File: src/rtl/rtc_cal_pkg.sv
package rtc_cal_pkg;
  localparam int unsigned NUM_FIELDS = 7;
  localparam logic [2:0]  OSC_RUN    = 3'b010;

  localparam int unsigned F_SEC  = 0;
  localparam int unsigned F_MIN  = 1;
  localparam int unsigned F_HOUR = 2;
  localparam int unsigned F_WDAY = 3;
  localparam int unsigned F_MDAY = 4;
  localparam int unsigned F_MON  = 5;
  localparam int unsigned F_YEAR = 6;

  // member order makes a cast to vis_t index 0 = seconds
  typedef struct packed {
    logic [7:0] year;
    logic [7:0] mon;
    logic [7:0] mday;
    logic [7:0] wday;
    logic [7:0] hour;
    logic [7:0] minute;
    logic [7:0] sec;
  } cal_t;

  typedef logic [NUM_FIELDS-1:0][7:0] vis_t;

  function automatic logic [7:0] bin2bcd(input logic [7:0] v);
    logic [7:0] t, u;
    t = v / 8'd10;
    u = v % 8'd10;
    return {t[3:0], u[3:0]};
  endfunction

  function automatic logic [7:0] bcd2bin(input logic [7:0] v);
    return ({4'd0, v[7:4]} * 8'd10) + {4'd0, v[3:0]};
  endfunction
endpackage

File: src/rtl/rtc_cal_encode.sv
module rtc_cal_encode
  import rtc_cal_pkg::*;
(
  input  cal_t t_i,
  input  logic bin_i,
  input  logic h24_i,
  output vis_t v_o
);
  vis_t       raw;
  logic [7:0] h12;
  logic [7:0] h12_enc;
  logic       pm;

  assign raw = vis_t'(t_i);

  for (genvar g = 0; g < NUM_FIELDS; g++) begin : g_fld
    if (g == F_HOUR) begin : g_hour
      assign h12     = t_i.hour % 8'd12;
      assign pm      = t_i.hour >= 8'd12;
      assign h12_enc = bin_i ? h12 : bin2bcd(h12);
      assign v_o[g]  = h24_i ? (bin_i ? raw[g] : bin2bcd(raw[g]))
                             : {pm, h12_enc[6:0]};
    end else begin : g_plain
      assign v_o[g] = bin_i ? raw[g] : bin2bcd(raw[g]);
    end
  end
endmodule

File: src/rtl/rtc_cal_decode.sv
module rtc_cal_decode
  import rtc_cal_pkg::*;
(
  input  vis_t v_i,
  input  logic bin_i,
  input  logic h24_i,
  output cal_t t_o
);
  vis_t       dec;
  logic [7:0] hmask;
  logic [7:0] hval;

  assign hmask = {1'b0, v_i[F_HOUR][6:0]};
  assign hval  = bin_i ? hmask : bcd2bin(hmask);

  for (genvar g = 0; g < NUM_FIELDS; g++) begin : g_fld
    if (g == F_HOUR) begin : g_hour
      assign dec[g] = (!h24_i && v_i[g][7]) ? hval + 8'd12 : hval;
    end else begin : g_plain
      assign dec[g] = bin_i ? v_i[g] : bcd2bin(v_i[g]);
    end
  end

  assign t_o = cal_t'(dec);
endmodule

File: src/rtl/rtc_cal_advance.sv
module rtc_cal_advance
  import rtc_cal_pkg::*;
#(
  parameter int unsigned BASE_YEAR = 1980
) (
  input  cal_t cur_i,
  output cal_t nxt_o
);
  int unsigned full_year;
  logic        leap;
  logic [7:0]  dim;
  logic [7:0]  s1, m1, h1, d1, mo1, y1;

  assign full_year = BASE_YEAR + 32'(cur_i.year);
  assign leap = (full_year % 4 == 0) &&
                ((full_year % 100 != 0) || (full_year % 400 == 0));

  always_comb begin
    case (cur_i.mon)
      8'd2:                        dim = leap ? 8'd29 : 8'd28;
      8'd4, 8'd6, 8'd9, 8'd11:     dim = 8'd30;
      default:                     dim = 8'd31;
    endcase
  end

  always_comb begin
    nxt_o = cur_i;
    s1  = cur_i.sec + 8'd1;
    m1  = cur_i.minute + 8'd1;
    h1  = cur_i.hour + 8'd1;
    d1  = cur_i.mday + 8'd1;
    mo1 = cur_i.mon + 8'd1;
    y1  = cur_i.year + 8'd1;
    if (s1 < 8'd60) nxt_o.sec = s1;
    else begin
      nxt_o.sec = 8'd0;
      if (m1 < 8'd60) nxt_o.minute = m1;
      else begin
        nxt_o.minute = 8'd0;
        if (h1 < 8'd24) nxt_o.hour = h1;
        else begin
          nxt_o.hour = 8'd0;
          nxt_o.wday = (cur_i.wday >= 8'd7) ? 8'd1 : cur_i.wday + 8'd1;
          if (d1 == 8'd0) nxt_o.mday = 8'd1;
          else if (d1 > dim) begin
            nxt_o.mday = 8'd1;
            if (mo1 > 8'd12) begin
              nxt_o.mon  = 8'd1;
              nxt_o.year = (y1 >= 8'd100) ? 8'd0 : y1;
            end else nxt_o.mon = mo1;
          end else nxt_o.mday = d1;
        end
      end
    end
  end
endmodule

File: src/rtl/rtc_cal_window.sv
module rtc_cal_window #(
  parameter int unsigned WIN_LEN = 8
) (
  input  logic clk_i,
  input  logic rst_ni,
  input  logic start_i,
  input  logic slow_en_i,
  input  logic set_i,
  output logic uip_o,
  output logic close_o,
  output logic done_o
);
  localparam int unsigned CW = (WIN_LEN > 2) ? $clog2(WIN_LEN) : 1;
  localparam logic [CW-1:0] LAST = CW'(WIN_LEN - 1);

  logic          active_q;
  logic [CW-1:0] cnt_q;
  logic          uip_q;
  logic          done_q;

  assign close_o = active_q && slow_en_i && (cnt_q == LAST) && !start_i;

  always_ff @(posedge clk_i or negedge rst_ni) begin
    if (!rst_ni) begin
      active_q <= 1'b0;
      cnt_q    <= '0;
      uip_q    <= 1'b0;
      done_q   <= 1'b0;
    end else begin
      done_q <= close_o;
      if (start_i) begin
        active_q <= 1'b1;
        cnt_q    <= '0;
        uip_q    <= !set_i;
      end else begin
        if (close_o) active_q <= 1'b0;
        else if (active_q && slow_en_i) cnt_q <= cnt_q + 1'b1;
        if (close_o || set_i) uip_q <= 1'b0;
      end
    end
  end

  assign uip_o  = uip_q;
  assign done_o = done_q;

  assert_done_single_R7: assert property (@(posedge clk_i) disable iff (!rst_ni)
    done_o |=> !done_o);
  assert_uip_after_tick_R7: assert property (@(posedge clk_i) disable iff (!rst_ni)
    $rose(uip_o) |-> $past(start_i));
  assert_uip_low_done_R7: assert property (@(posedge clk_i) disable iff (!rst_ni)
    done_o |-> !uip_o);
  assert_uip_freeze_R6: assert property (@(posedge clk_i) disable iff (!rst_ni)
    set_i |=> !uip_o);
endmodule

File: src/rtl/rtc_calendar_counter.sv
module rtc_calendar_counter
  import rtc_cal_pkg::*;
#(
  parameter int unsigned BASE_YEAR = 1980,
  parameter int unsigned WIN_LEN   = 8
) (
  input  logic       clk_i,
  input  logic       rst_ni,
  input  logic       sec_tick_i,
  input  logic       slow_en_i,
  input  logic [2:0] osc_ctl_i,
  input  logic       set_mode_i,
  input  logic       bin_mode_i,
  input  logic       h24_mode_i,
  input  logic       wr_en_i,
  input  logic [2:0] wr_sel_i,
  input  logic [7:0] wr_data_i,
  output logic [7:0] sec_o,
  output logic [7:0] min_o,
  output logic [7:0] hour_o,
  output logic [7:0] wday_o,
  output logic [7:0] mday_o,
  output logic [7:0] mon_o,
  output logic [7:0] year_o,
  output logic       uip_o,
  output logic       upd_done_o
);
  localparam cal_t CAL_RST = '{year: 8'd0, mon: 8'd1, mday: 8'd1, wday: 8'd1,
                               hour: 8'd0, minute: 8'd0, sec: 8'd0};

  cal_t       cur_q, adv_t, dec_t;
  vis_t       vis_q, vis_w, enc_v, vis_base;
  logic [1:0] fmt_q;
  logic       set_q;
  logic       wr_ok, reload, tick_ok, fmt_chg, close;

  assign wr_ok   = wr_en_i && (32'(wr_sel_i) < NUM_FIELDS);
  assign reload  = !set_mode_i && (wr_ok || set_q);
  assign tick_ok = sec_tick_i && (osc_ctl_i == OSC_RUN) && !reload;
  assign fmt_chg = !set_mode_i && ({bin_mode_i, h24_mode_i} != fmt_q);

  always_comb begin
    vis_w = vis_q;
    if (wr_ok) vis_w[wr_sel_i] = wr_data_i;
  end

  rtc_cal_decode u_dec (.v_i(vis_w), .bin_i(bin_mode_i), .h24_i(h24_mode_i), .t_o(dec_t));
  rtc_cal_encode u_enc (.t_i(cur_q), .bin_i(bin_mode_i), .h24_i(h24_mode_i), .v_o(enc_v));
  rtc_cal_advance #(.BASE_YEAR(BASE_YEAR)) u_adv (.cur_i(cur_q), .nxt_o(adv_t));

  rtc_cal_window #(.WIN_LEN(WIN_LEN)) u_win (
    .clk_i, .rst_ni, .start_i(tick_ok), .slow_en_i, .set_i(set_mode_i),
    .uip_o, .close_o(close), .done_o(upd_done_o)
  );

  always_comb begin
    vis_base = ((close && !set_mode_i) || fmt_chg) ? enc_v : vis_q;
    if (wr_ok) vis_base[wr_sel_i] = wr_data_i;
  end

  always_ff @(posedge clk_i or negedge rst_ni) begin
    if (!rst_ni) begin
      cur_q <= CAL_RST;
      vis_q <= vis_t'(CAL_RST);
      fmt_q <= 2'b01;
      set_q <= 1'b0;
    end else begin
      set_q <= set_mode_i;
      fmt_q <= {bin_mode_i, h24_mode_i};
      vis_q <= vis_base;
      if (reload)       cur_q <= dec_t;
      else if (tick_ok) cur_q <= adv_t;
    end
  end

  assign sec_o  = vis_q[F_SEC];
  assign min_o  = vis_q[F_MIN];
  assign hour_o = vis_q[F_HOUR];
  assign wday_o = vis_q[F_WDAY];
  assign mday_o = vis_q[F_MDAY];
  assign mon_o  = vis_q[F_MON];
  assign year_o = vis_q[F_YEAR];

  assert_osc_gate_R1: assert property (@(posedge clk_i) disable iff (!rst_ni)
    (sec_tick_i && osc_ctl_i != OSC_RUN && !reload) |=> $stable(cur_q));
  assert_osc_no_window_R1: assert property (@(posedge clk_i) disable iff (!rst_ni)
    (sec_tick_i && osc_ctl_i != OSC_RUN && !uip_o) |=> !uip_o);
  assert_freeze_hold_R6: assert property (@(posedge clk_i) disable iff (!rst_ni)
    (set_mode_i && !wr_en_i) |=> $stable(vis_q));
  assert_write_lands_R10: assert property (@(posedge clk_i) disable iff (!rst_ni)
    wr_ok |=> vis_q[$past(wr_sel_i)] == $past(wr_data_i));
endmodule

File: config.mk
export PLATFORM = sky130hd
export DESIGN_NAME = rtc_calendar_counter
export DESIGN_NICKNAME = d
export VERILOG_FILES = /design/src/rtl/rtc_cal_pkg.sv /design/src/rtl/rtc_cal_encode.sv /design/src/rtl/rtc_cal_decode.sv /design/src/rtl/rtc_cal_advance.sv /design/src/rtl/rtc_cal_window.sv /design/src/rtl/rtc_calendar_counter.sv
export SDC_FILE = /design/constraint.sdc
export NUM_CORES = 1
export LEC_CHECK = 0
export BUFFER_PORTS_ARGS = -buffer_cell sky130_fd_sc_hd__buf_2
export CORE_ASPECT_RATIO = 1.75
export CORE_MARGIN = 1
export CORE_UTILIZATION = 40
export CTS_BUF_LIST = sky130_fd_sc_hd__clkbuf_2
export DETAILED_ROUTE_END_ITERATION = 8
export PLACE_DENSITY = 0.63
export SLEW_MARGIN = 0
export SYNTH_ARGS = -nofsm -noshare
export SYNTH_HDL_FRONTEND = slang
export SYNTH_SLANG_ARGS = --single-unit
File: constraint.sdc
create_clock -name clk_i -period 10.1 [get_ports clk_i]
set_input_delay 2.02 -clock clk_i [delete_from_list [all_inputs] [get_ports clk_i]]
set_output_delay 2.02 -clock clk_i [all_outputs]
set_load 0.01 [all_outputs]
# Word level (Yosys, flattened, before mapping)
# Index checks and enable logic that the tools add are counted.
# totals
input_bits	22
register_bits	121
elab_cells	173
out_inout_bits	58
# classes
div	19
reduce_logical	37
n_eq_ne	13
mux	49
n_mul	7
magnitude_cmp	11
n_addsub	17
# ops
operator	n
56-bit 2-to-1 mux	5
8-bit 2-to-1 mux	26
56-bit bitwise mux	2
8-bit by 4-bit modulo with 8-bit output, second input constant	9
8-bit by 4-bit divider with 8-bit output, second input constant	8
32-bit logical NOT	2
8-bit by 1-bit adder with 8-bit output, second input constant	7
8-bit by 4-bit adder with 8-bit output	7
48-bit 2-to-1 mux	1
4-bit by 3-bit multiplier with 7-bit output, second input constant	6
40-bit 2-to-1 mux	1
32-bit by 7-bit modulo with 32-bit output, second input constant	1
32-bit by 9-bit modulo with 32-bit output, second input constant	1
16-bit 2-to-1 mux	2
32-bit 2-to-1 mux	1
32-bit nonzero test	1
8-bit demux with 3-bit select	1
8-bit by 3-bit equality test with 1-bit output, second input constant	2
8-bit by 4-bit equality test with 1-bit output, second input constant	2
8-bit by 6-bit < comparator with 1-bit output, second input constant	2
8-bit one-hot mux with 2 select lines	1
11-bit by 8-bit adder with 12-bit output, first input constant	1
1-bit logical AND	12
2-bit nonzero test	6
30 further kinds	46

# Depth between registers and ports, before layout
# depth
depth_word	15
ltp_mapped	26

# Hierarchy
# A second synthesis with hierarchy kept.
# unflattened
hier_cells	2175
hier_area_um2	16320.7
# modules_own_cells
module	area_each_um2	cells_per_inst	instances
rtc_calendar_counter	6174.7	642	1
rtc_cal_encode	4998.5	816	1
rtc_cal_decode	2481.1	307	1
rtc_cal_advance	2376.0	387	1
rtc_cal_window	290.3	23	1

# Worst setup path after synthesis
# OpenSTA, ideal clock, no wires.
# synth_timing
path_type	reg2reg
start	register cur_q[50] (netlist name)
end	register cur_q[54] (netlist name)
slack_ns	4.554
t_arrival_ns	5.411
setup_time_ns	0.135
path_buffers	3
path_stages_with_launch	26
cell_sequence	dfrtp_1 -> clkbuf_1 -> clkinv_1 -> ha_1 -> clkbuf_1 -> nand2_1 -> a21oi_1 -> ha_1 -> nand2b_1 -> o32ai_1 -> or2_2 -> or4b_1 -> a21boi_0 -> o21ai_1 -> a2111oi_2 -> a211oi_1 -> ha_1 -> nand2_1 -> nand4_1 -> o21ai_0 -> a21oi_1 -> or3_1 -> or2_2 -> clkbuf_1 -> o21ai_0 -> o21ai_0
# synth_via
elab_chain_len	11
# synth_rtl
item	line	source
start: declaration	rtc_calendar_counter.sv:31	cal_t cur_q, adv_t, dec_t;
start signal: assignment	rtc_calendar_counter.sv:71	if (reload) cur_q <= dec_t;
start signal: assignment	rtc_calendar_counter.sv:72	else if (tick_ok) cur_q <= adv_t;
branches (longest 11 deep; another with 32-bit by 7-bit modulo with 32-bit output)	-	
# Parallel ways; which one is timed is not known. The select of a mux whose other input is x is not followed.
# A chain may end at the register's enable or synchronous reset.

# Worst setup path in the final report
# layout_timing
start	register cur_q[51] (netlist name)
end	register cur_q[53] (netlist name)
# Same word-level chain as after synthesis.

==> impl_metrics.yaml <==
clock_tree:
  clk_pin_slew_worst_paths_ns: 0.20
  cts_tree: "yes"
  clk_latency_ns: 0.83
  cts.htree.levels: 4
  root_buffer: "clkbuf_2"
  cts_setup_buffers: 0
  cts_resized: 0
  clk_path_buf_depth: 2
  cts_sinks: 121
  ctsHoldBuffers: 0
  numCtsBuffers: 17
worst_setup_path:
  critPathLaunchType: "flop"
  crit_type: "flop to flop"
  worstPathMaxFanout: 27
  cp-end-kind: "flop"
  required_ns: 10.81
  cp.arrival_ns: 7.19
  reg2reg_slack_ns: 3.62
grt:
  first_global_vias: 14700
  overflow: 0
  grt_max_degree: 73
  grt_pass1_wl_um: 76400
  grt_antenna_before_repair: 4
  grtUsageTotal: 0.252
power:
  pwr-share-comb: 0.694
  p_seq_frac: 0.236
  switching_power_mw: 2.95
  irDropWorstVdd_v: 0.000172
  internal-power_mw: 2.50
  p_leak_nw: 6.42
  switching_share: 0.542
  power_density_mw_per_mm2: 351
  power_frac_clock: 0.069
logic_synthesis:
  synth_top_cell_by_area: "dfrtp_1"
  synthesis.area_mm2: 0.0147
  synth.distinct_cells: 91
  synth_edf_count: 0
  synth-simple-area-share: 0.236
  synth_top_area_share: 0.193
  ys_seq_elements: 121
  ys_warn_count: 0
  synthTopCellsByArea: "dfrtp_1 19%, ha_1 7.7%, o21ai_0 6.8%"
  synthMuxAreaShare: 0.0300
  syn_avg_cell_area_um2: 7.22
  synth_compound_area_frac: 0.313
  syn_inst: 2041
  synthAdderAreaFrac: 0.0983
  synthXorXnorAreaFrac: 0.0481
  synth_top_family_by_area: "compound AO/OA/AOI/OAI gates"
  synthTopCellsByCount: "200 x nand2_1, 199 x o21ai_0, 160 x a21oi_1, 160 x nor2_1, 144 x clkbuf_1"
  asyncSetResetFlopFracSynth: 1.00
  synthFlopType: "dfrtp_1"
  syn-num-nets: 2167
  yosysSeqAreaShare: 0.206
  post-synth-top-count-cell: "nand2_1"
job:
  maxCapViolCount: 0
timing:
  maxSlewViolCount: 0
  rsz0062_at_grt: "false"
  fin_crit_sh: 0.642
  tightest_slew_ns: 0.983
  relSlewSlack: 0.345
  hold_viol: 0
  fmax_ghz: 0.154
  fin_setup_tns_ns: 0
  setup_viol: 0
  skew_ns: 0.0492
  period_needed_ns: 6.48
  worst_slack_ns: 3.62
routing:
  postRouteAntennaNets: 0
  drc: 0
  vias_per_cell: 6.14
  first_iter_violations: 1072
  via_count: 15200
  wirelength_um: 48100
  avgRoutedWirePerCell_um: 19.5
  drt_pass1_iterations: 5
place:
  place_congestion: 0.898
  dp_hpwl_um: 35200
  port_buffers: 79
  dp_slack_ns: 3.75
floorplan:
  die_height_um: 256
  core_mm2: 0.0361
  die_x_um: 147
  start_util: 0.408
  rows: 92
  die_area_mm2: 0.0377
  ios: 80
hold_path:
  holdCritPathClass: "flop to flop"
finish:
  n_fill_cell: 3825
  drive_above_1_share: 0.0930
  fin_nets: 2114
  area_growth_pct: 5.35
outcome:
  status: "completed"
## power by group through the flow
stage	combinational [mW]	clock, mW	sequential [mW]
4_1_cts	3.76	0.384	1.27
6_report	3.78	0.379	1.29
3_5_place_dp	3.74	0	1.28
2_1_floorplan	3.19	0	0.903
5_1_grt	4.22	0.404	1.34
3_3_place_gp	3.65	0	1.27
## worst max-delay path, stage by stage (launching register included)
cell       delay (ns)
dfrtp_1          0.89
inv_1            0.30
ha_1             0.44
nand2_1          0.11
a21oi_1          0.07
ha_1             0.30
nand2b_1         0.18
o32ai_1          0.14
or2_2            0.33
o21ai_0          0.19
a31oi_1          0.17
a21boi_1         0.20
or4b_4           0.54
a2111oi_2        0.22
a211oi_1         0.11
ha_1             0.28
nand2_1          0.06
nand4_1          0.09
o21ai_0          0.20
a21oi_1          0.11
or3_1            0.63
or2_2            0.49
o21ai_0          0.20
o21ai_0          0.11
## cells in the final DEF, fill, tap and decap left out, types with 40 or more instances in the layout
master	synthesis	routed
a211oi_1	43	43
a21oi_1	160	160
a31oi_1	41	40
buf_2	11	77
dfrtp_1	114	114
ha_1	91	91
inv_1	93	93
nand2_1	200	200
nand3_1	66	66
nor2_1	160	159
nor2b_1	55	55
nor3_1	55	55
o21ai_0	199	199
xnor2_1	53	53
## worst paths after layout
check,start,end,depth (start not counted)
min in group asynchronous,rst_ni,cur_q[26],1
setup reg to reg,cur_q[51],cur_q[53],23
hold / removal,wday_o[0],wday_o[0],2
hold reg to reg,wday_o[0],wday_o[0],2
setup / recovery,cur_q[51],cur_q[53],23
max in group asynchronous,rst_ni,cur_q[2],2
## layout make-up
type	count	area (um2)	area share
flip-flops and latches	121	3040	0.195
well taps	470	588	0.0379
diodes	3	7.51	0.000483
repair buffers	99	554	0.0357
multi-input cells	1652	10700	0.689
inverters	97	364	0.0234
clock buffers	20	100	0.00644
clock inverters	12	174	0.0112
## flip-flops by register name (all words and copies together) (netlist names)
name / cells
mon_o: 8
sec_o: 8
min_o: 8
set_q: 1
u_win.uip_o: 1
wday_o: 8
u_win.done_o: 1
mday_o: 8
year_o: 8
u_win.active_q: 1
u_win.cnt_q: 3
cur_q: 56
fmt_q: 2
hour_o: 8
## metrics by stage
stage / hold WS, ns / total power, mW / instances / utilization / area, um2
after floorplan: 0.473 / 4.09 / 2041 / - / 14700
after global placement: 0.487 / 4.93 / 2439 / 0.422 / 15300
after detailed placement: 0.497 / 5.02 / 2439 / 0.422 / 15300
after CTS: 0.527 / 5.42 / 2471 / 0.430 / 15500
after global routing: 0.552 / 5.97 / 2473 / 0.430 / 15500
final: 0.523 / 5.45 / 2474 / 0.430 / 15500
## per-layer routing
metal,GRT usage,up-vias,part of all wire
li1,-,7320,-
met1,0.279,7326,0.39
met2,0.451,420,0.51
met3,0.0364,127,0.045
met4,0.152,4,0.056
met5,0,-,0.00048
## kinds of logic (layout without fill, tap and decap cells)
family	Yosys count	after routing
muxes	43	43
and+or+nand+nor	706	706
AOI/OAI and AO/OA	713	713
adders and majority gates	109	109
DFF	121	121
xor gates and xnor gates	81	81
other	0	3
buffers and inverters	268	228
(Power assumes the default switching activity.)
